File: config.mk
export PLATFORM = sky130hd
export DESIGN_NAME = xfer_count_ctrl
export DESIGN_NICKNAME = d
export VERILOG_FILES = /design/src/rtl/xcc_pkg.sv /design/src/rtl/xcc_count_step.sv /design/src/rtl/xcc_align_chk.sv /design/src/rtl/xcc_resolve.sv /design/src/rtl/xfer_count_ctrl.sv
export SDC_FILE = /design/constraint.sdc
export NUM_CORES = 1
export LEC_CHECK = 0
export ABC_AREA = 1
export BUFFER_PORTS_ARGS = -buffer_cell sky130_fd_sc_hd__buf_2
export CORE_UTILIZATION = 45
export CTS_BUF_LIST = sky130_fd_sc_hd__clkbuf_8
export DETAILED_ROUTE_END_ITERATION = 8
export PLACE_DENSITY = 0.82
export SLEW_MARGIN = 20
export SYNTH_ARGS = -nofsm -noshare
export SYNTH_HDL_FRONTEND = slang
export SYNTH_HIERARCHICAL = 1
export SYNTH_SLANG_ARGS = --single-unit
File: constraint.sdc
create_clock -name clk -period 1.8 [get_ports clk]
set_input_delay 0.09 -clock clk [delete_from_list [all_inputs] [get_ports clk]]
set_output_delay 0.09 -clock clk [all_outputs]
set_load 0.01 [all_outputs]
File: src/rtl/xcc_pkg.sv
package xcc_pkg;

    typedef enum logic [1:0] {
        XM_LINEAR = 2'b00,
        XM_RING   = 2'b01,
        XM_BLOCK  = 2'b10,
        XM_SPARE  = 2'b11
    } xfer_mode_e;

    typedef struct packed {
        logic fin;
        logic irq;
        logic clr_src;
        logic clr_en;
        logic chain;
        logic addr_err;
    } pulse_t;

endpackage

File: src/rtl/xcc_count_step.sv
module xcc_count_step #(
    parameter int CNT_W = 16
) (
    input  logic [CNT_W-1:0] cnt,
    input  logic             split,
    output logic [CNT_W-1:0] cnt_next,
    output logic             last
);
    localparam int HALF_W = CNT_W / 2;

    logic [HALF_W-1:0] hi;
    logic [HALF_W-1:0] lo;
    logic [HALF_W-1:0] lo_next;

    assign hi = cnt[CNT_W-1:HALF_W];
    assign lo = cnt[HALF_W-1:0];

    always_comb begin
        // the working byte reloads from the programmed length when it expires
        if (lo == HALF_W'(1)) begin
            lo_next = hi;
        end else begin
            lo_next = lo - 1'b1;
        end
        if (split) begin
            cnt_next = {hi, lo_next};
            last     = 1'b0;
        end else begin
            cnt_next = cnt - 1'b1;
            last     = (cnt == CNT_W'(1));
        end
    end
endmodule

File: src/rtl/xcc_align_chk.sv
module xcc_align_chk #(
    parameter int ADDR_W = 24
) (
    input  logic              word,
    input  logic [ADDR_W-1:0] src,
    input  logic [ADDR_W-1:0] dst,
    output logic              bad
);
    logic unused_addr_hi;
    assign unused_addr_hi = ^{src[ADDR_W-1:1], dst[ADDR_W-1:1]};
    assign bad = word & (src[0] | dst[0]);
endmodule

File: src/rtl/xcc_resolve.sv
module xcc_resolve
    import xcc_pkg::*;
(
    input  logic   fire,
    input  logic   chain,
    input  logic   every,
    input  logic   last,
    input  logic   bad_align,
    output pulse_t pulses
);
    always_comb begin
        pulses = '0;
        if (fire) begin
            pulses.addr_err = bad_align;
            if (chain) begin
                pulses.chain = 1'b1;
            end else if (last) begin
                pulses.fin    = 1'b1;
                pulses.irq    = 1'b1;
                pulses.clr_en = 1'b1;
            end else if (every) begin
                pulses.irq = 1'b1;
            end else begin
                pulses.clr_src = 1'b1;
            end
        end
    end
endmodule

File: src/rtl/xfer_count_ctrl.sv
module xfer_count_ctrl
    import xcc_pkg::*;
#(
    parameter int CNT_W  = 16,
    parameter int ADDR_W = 24
) (
    input  logic              clk,
    input  logic              rst,
    input  logic              load_en,
    input  logic [CNT_W-1:0]  load_count,
    input  logic [1:0]        mode_i,
    input  logic              chain_en,
    input  logic              irq_sel,
    input  logic              word_size,
    input  logic [ADDR_W-1:0] src_addr,
    input  logic [ADDR_W-1:0] dst_addr,
    input  logic              done_i,
    output logic [CNT_W-1:0]  count_o,
    output logic              end_o,
    output logic              irq_o,
    output logic              clr_src_o,
    output logic              clr_en_o,
    output logic              chain_o,
    output logic              addr_err_o
);
    typedef struct packed {
        logic [CNT_W-1:0] count;
        pulse_t           p;
    } state_t;

    state_t           st_d;
    state_t           st_q;
    logic [CNT_W-1:0] cnt_next;
    logic             at_last;
    logic             bad_align;
    logic             split_mode;
    pulse_t           pulses;

    assign split_mode = (xfer_mode_e'(mode_i) != XM_LINEAR);

    xcc_count_step #(.CNT_W(CNT_W)) u_step (
        .cnt      (st_q.count),
        .split    (split_mode),
        .cnt_next (cnt_next),
        .last     (at_last)
    );

    xcc_align_chk #(.ADDR_W(ADDR_W)) u_align (
        .word (word_size),
        .src  (src_addr),
        .dst  (dst_addr),
        .bad  (bad_align)
    );

    xcc_resolve u_resolve (
        .fire      (done_i),
        .chain     (chain_en),
        .every     (irq_sel),
        .last      (at_last),
        .bad_align (bad_align),
        .pulses    (pulses)
    );

    always_comb begin
        st_d   = st_q;
        st_d.p = pulses;
        if (done_i) begin
            st_d.count = cnt_next;
        end
        if (load_en) begin
            st_d.count = load_count;
        end
    end

    always_ff @(posedge clk) begin
        if (rst) begin
            st_q <= '0;
        end else begin
            st_q <= st_d;
        end
    end

    assign count_o    = st_q.count;
    assign end_o      = st_q.p.fin;
    assign irq_o      = st_q.p.irq;
    assign clr_src_o  = st_q.p.clr_src;
    assign clr_en_o   = st_q.p.clr_en;
    assign chain_o    = st_q.p.chain;
    assign addr_err_o = st_q.p.addr_err;
endmodule

Word level (Yosys, flattened, before mapping)
Cells that the tools add are included.
- register bits after elaboration: 21
- input port bits: 73
- output and inout bits: 22
- logic and storage cells: 31
- add/sub/neg operators: 2
- eq/ne operators: 3
- multiplexer cells: 10
- bitwise logic cells: 3
- reductions and logical operators: 6
- operators with widths (cell ; number):
    $mux W16 ; 3
    $eq A16 B1 Y1 const B ; 1
    $sub A16 B1 Y16 const B ; 1
    $eq A8 B1 Y1 const B ; 1
    $mux W8 ; 1
    $sub A8 B1 Y8 const B ; 1
    $mux W1 ; 6
    $reduce_bool A2 Y1 ; 2
    $reduce_or A4 Y1 ; 1
    $reduce_or A3 Y1 ; 1
    $ne A2 B2 Y1 const B ; 1
    $reduce_and A2 Y1 ; 1
    $reduce_or A2 Y1 ; 1
    $and A1 B1 Y1 ; 1
    $not A1 Y1 ; 1
    $or A1 B1 Y1 ; 1

Depth between registers and ports, before layout
Gate-level depths: netlist of run 1.
- word-level depth: 5
- mapped depth: 13
- gate-level depth less buffers: 12

Modules after synthesis
Netlist of run 1, hierarchy kept.
- by module, submodules not included (module ; instances ; cells each ; area an instance (um^2) ; seq. area each (um^2)):
    xfer_count_ctrl ; 1 ; 141 ; 978.4 ; 440.4
    xcc_count_step ; 1 ; 121 ; 618.1 ; 0.0
    xcc_resolve ; 1 ; 14 ; 61.3 ; 0.0
    xcc_align_chk ; 1 ; 3 ; 11.3 ; 0.0

Worst setup path before layout of run 1
OpenSTA, ideal clock, no wires.
- kind: reg2reg
- start point: register st_q, in the netlist count_o[1]
- end point: register st_q, in the netlist count_o[6]
- setup time: 0.109 ns
- arrival time: 1.350 ns
- data required time: 1.691 ns
- path slack: 0.341 ns
- stages on the path, launching flop included: 14
- buffers on the path: 1
- period minus slack after synthesis: 1.459 ns
- path through: dfxtp_1 -> inv_1 -> ha_1 -> nand2_1 -> nor2_1 -> nand3_2 -> buf_6 -> nand3_2 -> nand2_1 -> inv_1 -> nand3_1 -> nand3_1 -> nand2_1 -> inv_1
- longest elaborated chain between the ends: 5
- elaborated cells on any way between the ends: 7
- classes of those cells: 2 x add/sub; 1 x eq/ne; 4 x mux
- ends and longest elaborated chain (item ; line ; text):
    start, declared ; xfer_count_ctrl.sv:32 ; state_t st_q;
    start signal, assigned ; xfer_count_ctrl.sv:79 ; st_q <= st_d;
    $sub A8 B1 Y8 / $eq A8 B1 Y1 (equally long branches) ; xcc_count_step.sv:23, xcc_count_step.sv:20 ;
    $mux W8 ; xcc_count_step.sv:20 ; if (lo == HALF_W'(1)) begin
    $mux W16 * ; xcc_count_step.sv:25 ; if (split) begin
    net cnt_next[6] ; xfer_count_ctrl.sv:33 ; logic [CNT_W-1:0] cnt_next;
    $mux W16 * ; xfer_count_ctrl.sv:67 ; if (done_i) begin
    $mux W16 * ; xfer_count_ctrl.sv:70 ; if (load_en) begin
The timed path passes the listed nets; every way through them passes the cells marked *. The select of a mux whose other input is x is not followed.
A chain may end at the register's enable or synchronous reset.

Worst setup path after layout of run 1
- start point: register st_q, in the netlist count_o[5]
- end point: register st_q, in the netlist clr_en_o
- longest elaborated chain between the ends: 3
- ends and longest elaborated chain (item ; line ; text):
    $eq A16 B1 Y1 ; xcc_count_step.sv:30 ; last = (cnt == CNT_W'(1));
    $mux W1 ; xcc_count_step.sv:25 ;
    net at_last ; xfer_count_ctrl.sv:34 ; logic at_last;
    $mux W1 ; xcc_resolve.sv:17 ; end else if (last) begin
The timed path passes the listed nets, and every way through them passes these cells.

==> results of run 1 <==
timing repair:
action,in CTS,in global routing
hold buffers,0,0
gates resized for setup,0,1
endpoints found under the setup margin,0,5
worst reg2reg max path, stage by stage, from the launching register on:
cell,delay (ns)
dfxtp_1,0.38
nor2_1,0.22
nand2_1,0.17
nor2_2,0.21
nand2_1,0.07
nor2_1,0.16
inv_1,0.08
nor2_1,0.14
inv_1,0.05
nor2_1,0.07
logic make-up (layout without fill, tap and decap cells):
family / after synthesis / after routing / share of synthesized area [%]
compound gates: 6 / 6 / 2.92
flops: 22 / 22 / 26.4
simple gates: 183 / 183 / 50.5
fa+ha+maj: 2 / 2 / 1.50
xor+xnor: 4 / 4 / 2.10
buf+inv: 62 / 106 / 16.6
cells in the mapped netlist, drive strengths merged:
library cell	instances
o21ai	6
xnor2	1
nand3	51
nand4	6
buf	9
xor2	3
nand2	90
nor2	35
dfxtp	22
or2	1
ha	2
inv	53
path summary, 6_finish.rpt:
path | cells past startpoint | from | end
setup / recovery | 9 | count_o[5] | clr_en_o
hold / removal | 2 | rst | clr_src_o
setup reg to reg | 9 | count_o[5] | clr_en_o
hold reg to reg | 4 | count_o[11] | count_o[11]
flip-flops by register name (all words and copies together), names as in the netlist:
| name | count |
|---|---|
| count_o | 16 |
| addr_err_o | 1 |
| chain_o | 1 |
| clr_en_o | 1 |
| clr_src_o | 1 |
| end_o | 1 |
| irq_o | 1 |
per-stage QoR:
| step | power [uW] | hold WS, ns | utilization [%] | setup slack [ns] | cells |
|---|---|---|---|---|---|
| final | 1440 | 0.0605 | 57.4 | 0.186 | 369 |
| after CTS | 1450 | 0.0555 | 57.2 | 0.140 | 369 |
| after floorplan | 869 | 0.161 | - | 0.341 | 279 |
| after global placement | 962 | 0.344 | 55.1 | 0.210 | 365 |
| after detailed placement | 972 | 0.350 | 55.1 | 0.188 | 365 |
| after global routing | 1540 | 0.0495 | 57.4 | 0.00294 | 369 |
area by class of cell:
| class | count | area share, % |
|---|---|---|
| clock buffer | 3 | 2.09 |
| tap | 46 | 2.91 |
| timing repair buffer | 49 | 12.5 |
| inverter | 53 | 10.1 |
| sequential | 22 | 22.3 |
| clock inverter | 1 | 1.52 |
| multi-input combinational | 195 | 48.6 |
where the power goes:
group / total [uW] / internal [uW] / switching (uW) / leakage (uW)
Combinational: 420 / 157 / 262 / 0.000939
Clock: 473 / 298 / 176 / 0.0000357
Sequential: 550 / 515 / 35.4 / 0.000181
Total: 1440 / 970 / 474 / 0.00116
layer usage:
| layer | GRT usage, % | part of all wire [%] | vias to the layer above |
|---|---|---|---|
| li1 | - | - | 934 |
| met1 | 25.4 | 44 | 794 |
| met2 | 35.5 | 48 | 49 |
| met3 | 4.74 | 6.2 | 6 |
| met4 | 7.56 | 1.3 | 0 |
| met5 | 0 | 0 | - |
layout by cell type, fill, tap and decap left out, drive strengths merged:
master and instances:
nor2 35, dfxtp 22, xnor2 1, nand3 51, bufinv 1, xor2 3, buf 49, o21ai 6
or2 1, inv 53, nand4 6, nand2 90, ha 2, clkbuf 3
==> impl_metrics.ini, run 1 <==
[hold_path]
min_path_type = in2reg

[synthesis]
avgSynthCellArea_um2 = 5.98
yosysSeqAreaShare_pct = 26.4
synth_top_cell_by_area = dfxtp_1
synth.distinct_cells = 21
yosys-top-cells-area = dfxtp_1, nand2_1, nand3_1, inv_1, nor2_1
ys_ff_latch = 22
synth_warnings = 6
synth_nets = 354
synthCells = 279
netlist_area_um2 = 1670
yosysTopAreaCellShare_pct = 26.4

[drt]
vias = 1783
wirelength_mm = 3.88
ant_nets = 0
drtIter0Drc = 86
drtPass1Iterations = 4
via_per_inst = 4.83
drcViolationCount = 0
wire_per_inst_um = 10.5

[final_layout]
layout-drive-gt1-share_pct = 24.5
area_delta_synth_final_pct = 18.4
antenna_cells = 0
nets = 399
multi_input_area_um2 = 960
num-fill-cells = 352
seq_area_um2 = 440
finalInstanceArea_um2 = 1980

[run_status]
status = completed

[setup_path]
worst-path-buf-inv = 2
r2r_setup_slack_ns = 0.19
cp.arrival_ns = 1.83
endpoint_kind = register
start_kind = register
crit_chain = nor2_1 > nand2_1 > nor2_2 > nand2_1 > nor2_1 > inv_1 > nor2_1 > inv_1 > nor2_1
critPathRequiredTime_ns = 2.01
crit_top_cell = nor2_1
slowest_delay_ns = 0.38
critPathKind = reg2reg
crit_family = simple AND/OR/NAND/NOR gates
cp_max_fo = 6
cpMaxStageDelayCell = dfxtp_1

[timing]
clock_skew_ns = 0.00508
fin_tns_setup_ns = 0
finalSetupViolCount = 0
rsz0062_at_grt = false
slew_headroom_pct = 64.3
slew_viol_final = 0
min_period_ns = 1.61
hold_viol_final = 0
clock.fmax_mhz = 619
tightest_slew_ns = 0.535
post-route-period-util_pct = 89.7

[floorplanning]
start_util_pct = 48.5
pin_count = 95
fp.dieArea_um2 = 3960
rows = 21
die_y_um = 62.9
die_w_um = 62.9
design.core.area_um2 = 3440

[place]
portBuffers = 48
hpwlAfterDp_mm = 2.94
placed_cell_area_um2 = 1900
place_congestion = 0.921

[cts]
clkSlewWorstSetupHoldPaths_ns = 0.09
postCtsSetupRepairBufs = 0
htree_num_levels = 1
tritoncts = built
cts_buffer_depth = 2
clock-sinks = 22
clk_latency_ns = 0.27
cts_buffers = 3
cts_root_buf = clkbuf_8

[global_routing]
grt_usage_pct = 20.9
grt_max_degree = 21
grt_pass1_vias = 1587
antenna_found_initial = 0
grt_pass1_wl_mm = 6.69
grt.overflow.total = 0

[power]
power.leakage_uw = 0.00116
power.density_nw_per_um2 = 731
ir_worst_vdd_uv = 434

[job]
cap_violations = 0
(Power assumes the default switching activity.)
==> run 2: changes to the inputs <==
CORE_UTILIZATION = 46   (was 45)
PLACE_DENSITY = 0.83   (was 0.82)
==> run 2 against run 1 <==
Compared with the run above: non-clock buffer count decreased by 1; global-route usage is 0.59 points higher; first-iteration DRC count up 47%; cell area shrank 0.38%; die area down 2.1%; via count up 0.67%; largest power group unchanged; core utilization increased by 0.22 points; clock skew down 0.0035 ns; cell count shrank 0.27%; total power down 1.0%; sequential cell count did not move; largest cell class unchanged; combinational power down 1%.
==> impl_metrics.ini, run 2 (same netlist as run 1, synthesis figures left out) <==
[drt]
ant_nets = 0
drtIter0Drc = 126
drcViolationCount = 0
via_per_inst = 4.88
vias = 1795
wire_per_inst_um = 10.6
drtPass1Iterations = 4
wirelength_mm = 3.89

[cts]
htree_num_levels = 1
cts_buffers = 3
clock-sinks = 22
postCtsSetupRepairBufs = 0
cts_buffer_depth = 2
cts_root_buf = clkbuf_8
clk_latency_ns = 0.26
tritoncts = built
cts_hold_buf = 0
clkSlewWorstSetupHoldPaths_ns = 0.08

[final_layout]
finalInstanceArea_um2 = 1970
layout_commonest_cell = nand2_1
area_delta_synth_final_pct = 17.9
mostFrequentLayoutCells = nand2_1, nand3_1, inv_1, buf_2, nor2_1
num-fill-cells = 365
layout-drive-gt1-share_pct = 24.2
largest_reg_flops = 16
fin_util_pct = 57.6
nets = 398
antenna_cells = 0

[floorplanning]
die_y_um = 62.2
design.core.area_um2 = 3420
die_w_um = 62.2
rows = 21
fp.dieArea_um2 = 3870
start_util_pct = 48.9
pin_count = 95

[setup_path]
cp.arrival_ns = 1.80
endpoint_kind = register
r2r_end = count_o[12]
r2r_setup_slack_ns = 0.17
worstRegToRegCells = 10
crit_end = count_o[12]
reg2reg_from = count_o[0]
startpoint = count_o[0]
critPathKind = reg2reg
start_kind = register
cp_max_fo = 6
critPathRequiredTime_ns = 1.97

[global_routing]
antenna_found_initial = 0
grt_usage_pct = 21.5
met1_usage_pct = 25.5
grtUsageMet3_pct = 2.76
use_met2_pct = 38.9
grt_pass1_vias = 1672
grt_pass1_wl_mm = 6.94
grt_busiest_layer = met2
grt_max_degree = 21
grt.overflow.total = 0

[place]
hpwlAfterDp_mm = 2.95
place_congestion = 0.911
place_ws_ns = 0.170
portBuffers = 48
placed_cell_area_um2 = 1890

[power]
power_switching_share_pct = 32.2
power_switching_uw = 460
ir_worst_vdd_uv = 417
pwr-share-clk_pct = 32.2
p_comb_share_pct = 29.1
power_frac_seq_pct = 38.6
power.density_nw_per_um2 = 726
power.leakage_uw = 0.00115
p_int_uw = 968

[timing]
clock.fmax_mhz = 613
tightest_slew_ns = 0.503
post-route-period-util_pct = 90.6
fin_tns_setup_ns = 0
min_period_ns = 1.63
slew_headroom_pct = 66.5
holdWs_ns = 0.0621
clock_skew_ns = 0.00159
finalSetupViolCount = 0
hold_viol_final = 0
slew_viol_final = 0
rsz0062_at_grt = false
setup_slack_ns = 0.170

[hold_path]
min_path_type = in2reg

[job]
cap_violations = 0

[run_status]
status = completed
-- run 2: cell type report --
class / instances / area (um^2) / area share [%]
Clock buffer: 3 / 41.3 / 2.10
Multi-Input combinational cell: 195 / 960 / 48.8
Inverter: 53 / 199 / 10.1
Sequential cell: 22 / 440 / 22.4
Tap cell: 46 / 57.6 / 2.92
Clock inverter: 1 / 30.0 / 1.53
Timing Repair Buffer: 48 / 240 / 12.2
-- run 2: through the flow --
stage	power, uW	cells
after floorplan	869	279
after global placement	961	364
after detailed placement	973	364
after CTS	1430	368
after global routing	1530	368
final	1430	368
-- run 2: power groups by stage --
stage               clock network [uW]  logic, uW  registers [uW]
finish                             460        416             552
global route                       497        472             558
CTS                                469        411             553
detailed placement                   0        409             564
global placement                     0        398             563
floorplan                            0        300             569
-- run 2: metal layers --
layer | part of all wire (%) | vias up
li1 | - | 935
met1 | 44 | 795
met2 | 48 | 57
met3 | 6.3 | 8
met4 | 1.4 | 0
met5 | 0 | -
-- run 2: how the worst min path moves through the flow --
stage / from / to / slack [ns] / cells after the start
after floorplan: rst / end_o / 0.16 / 1
after global placement: rst / chain_o / 0.34 / 2
after detailed placement: rst / addr_err_o / 0.35 / 2
after CTS: rst / addr_err_o / 0.06 / 2
after global routing: rst / irq_o / 0.07 / 2
final: rst / addr_err_o / 0.06 / 2
-- run 2: timing repair --
action | 4_1_cts | 5_1_grt
setup endpoints to repair | 0 | 2
gates resized for setup | 0 | 1
endpoints found under the hold margin | 0 | 0
-- run 2: worst max-delay path, stage by stage, from the launching register on --
cell and delay (ns):
dfxtp_1 0.35, inv_2 0.11, ha_1 0.22, nand2_1 0.15
nor2_4 0.21, nand2_1 0.09, xor2_1 0.14, nand3_1 0.09
nand3_1 0.08, nand2_1 0.06, inv_1 0.04
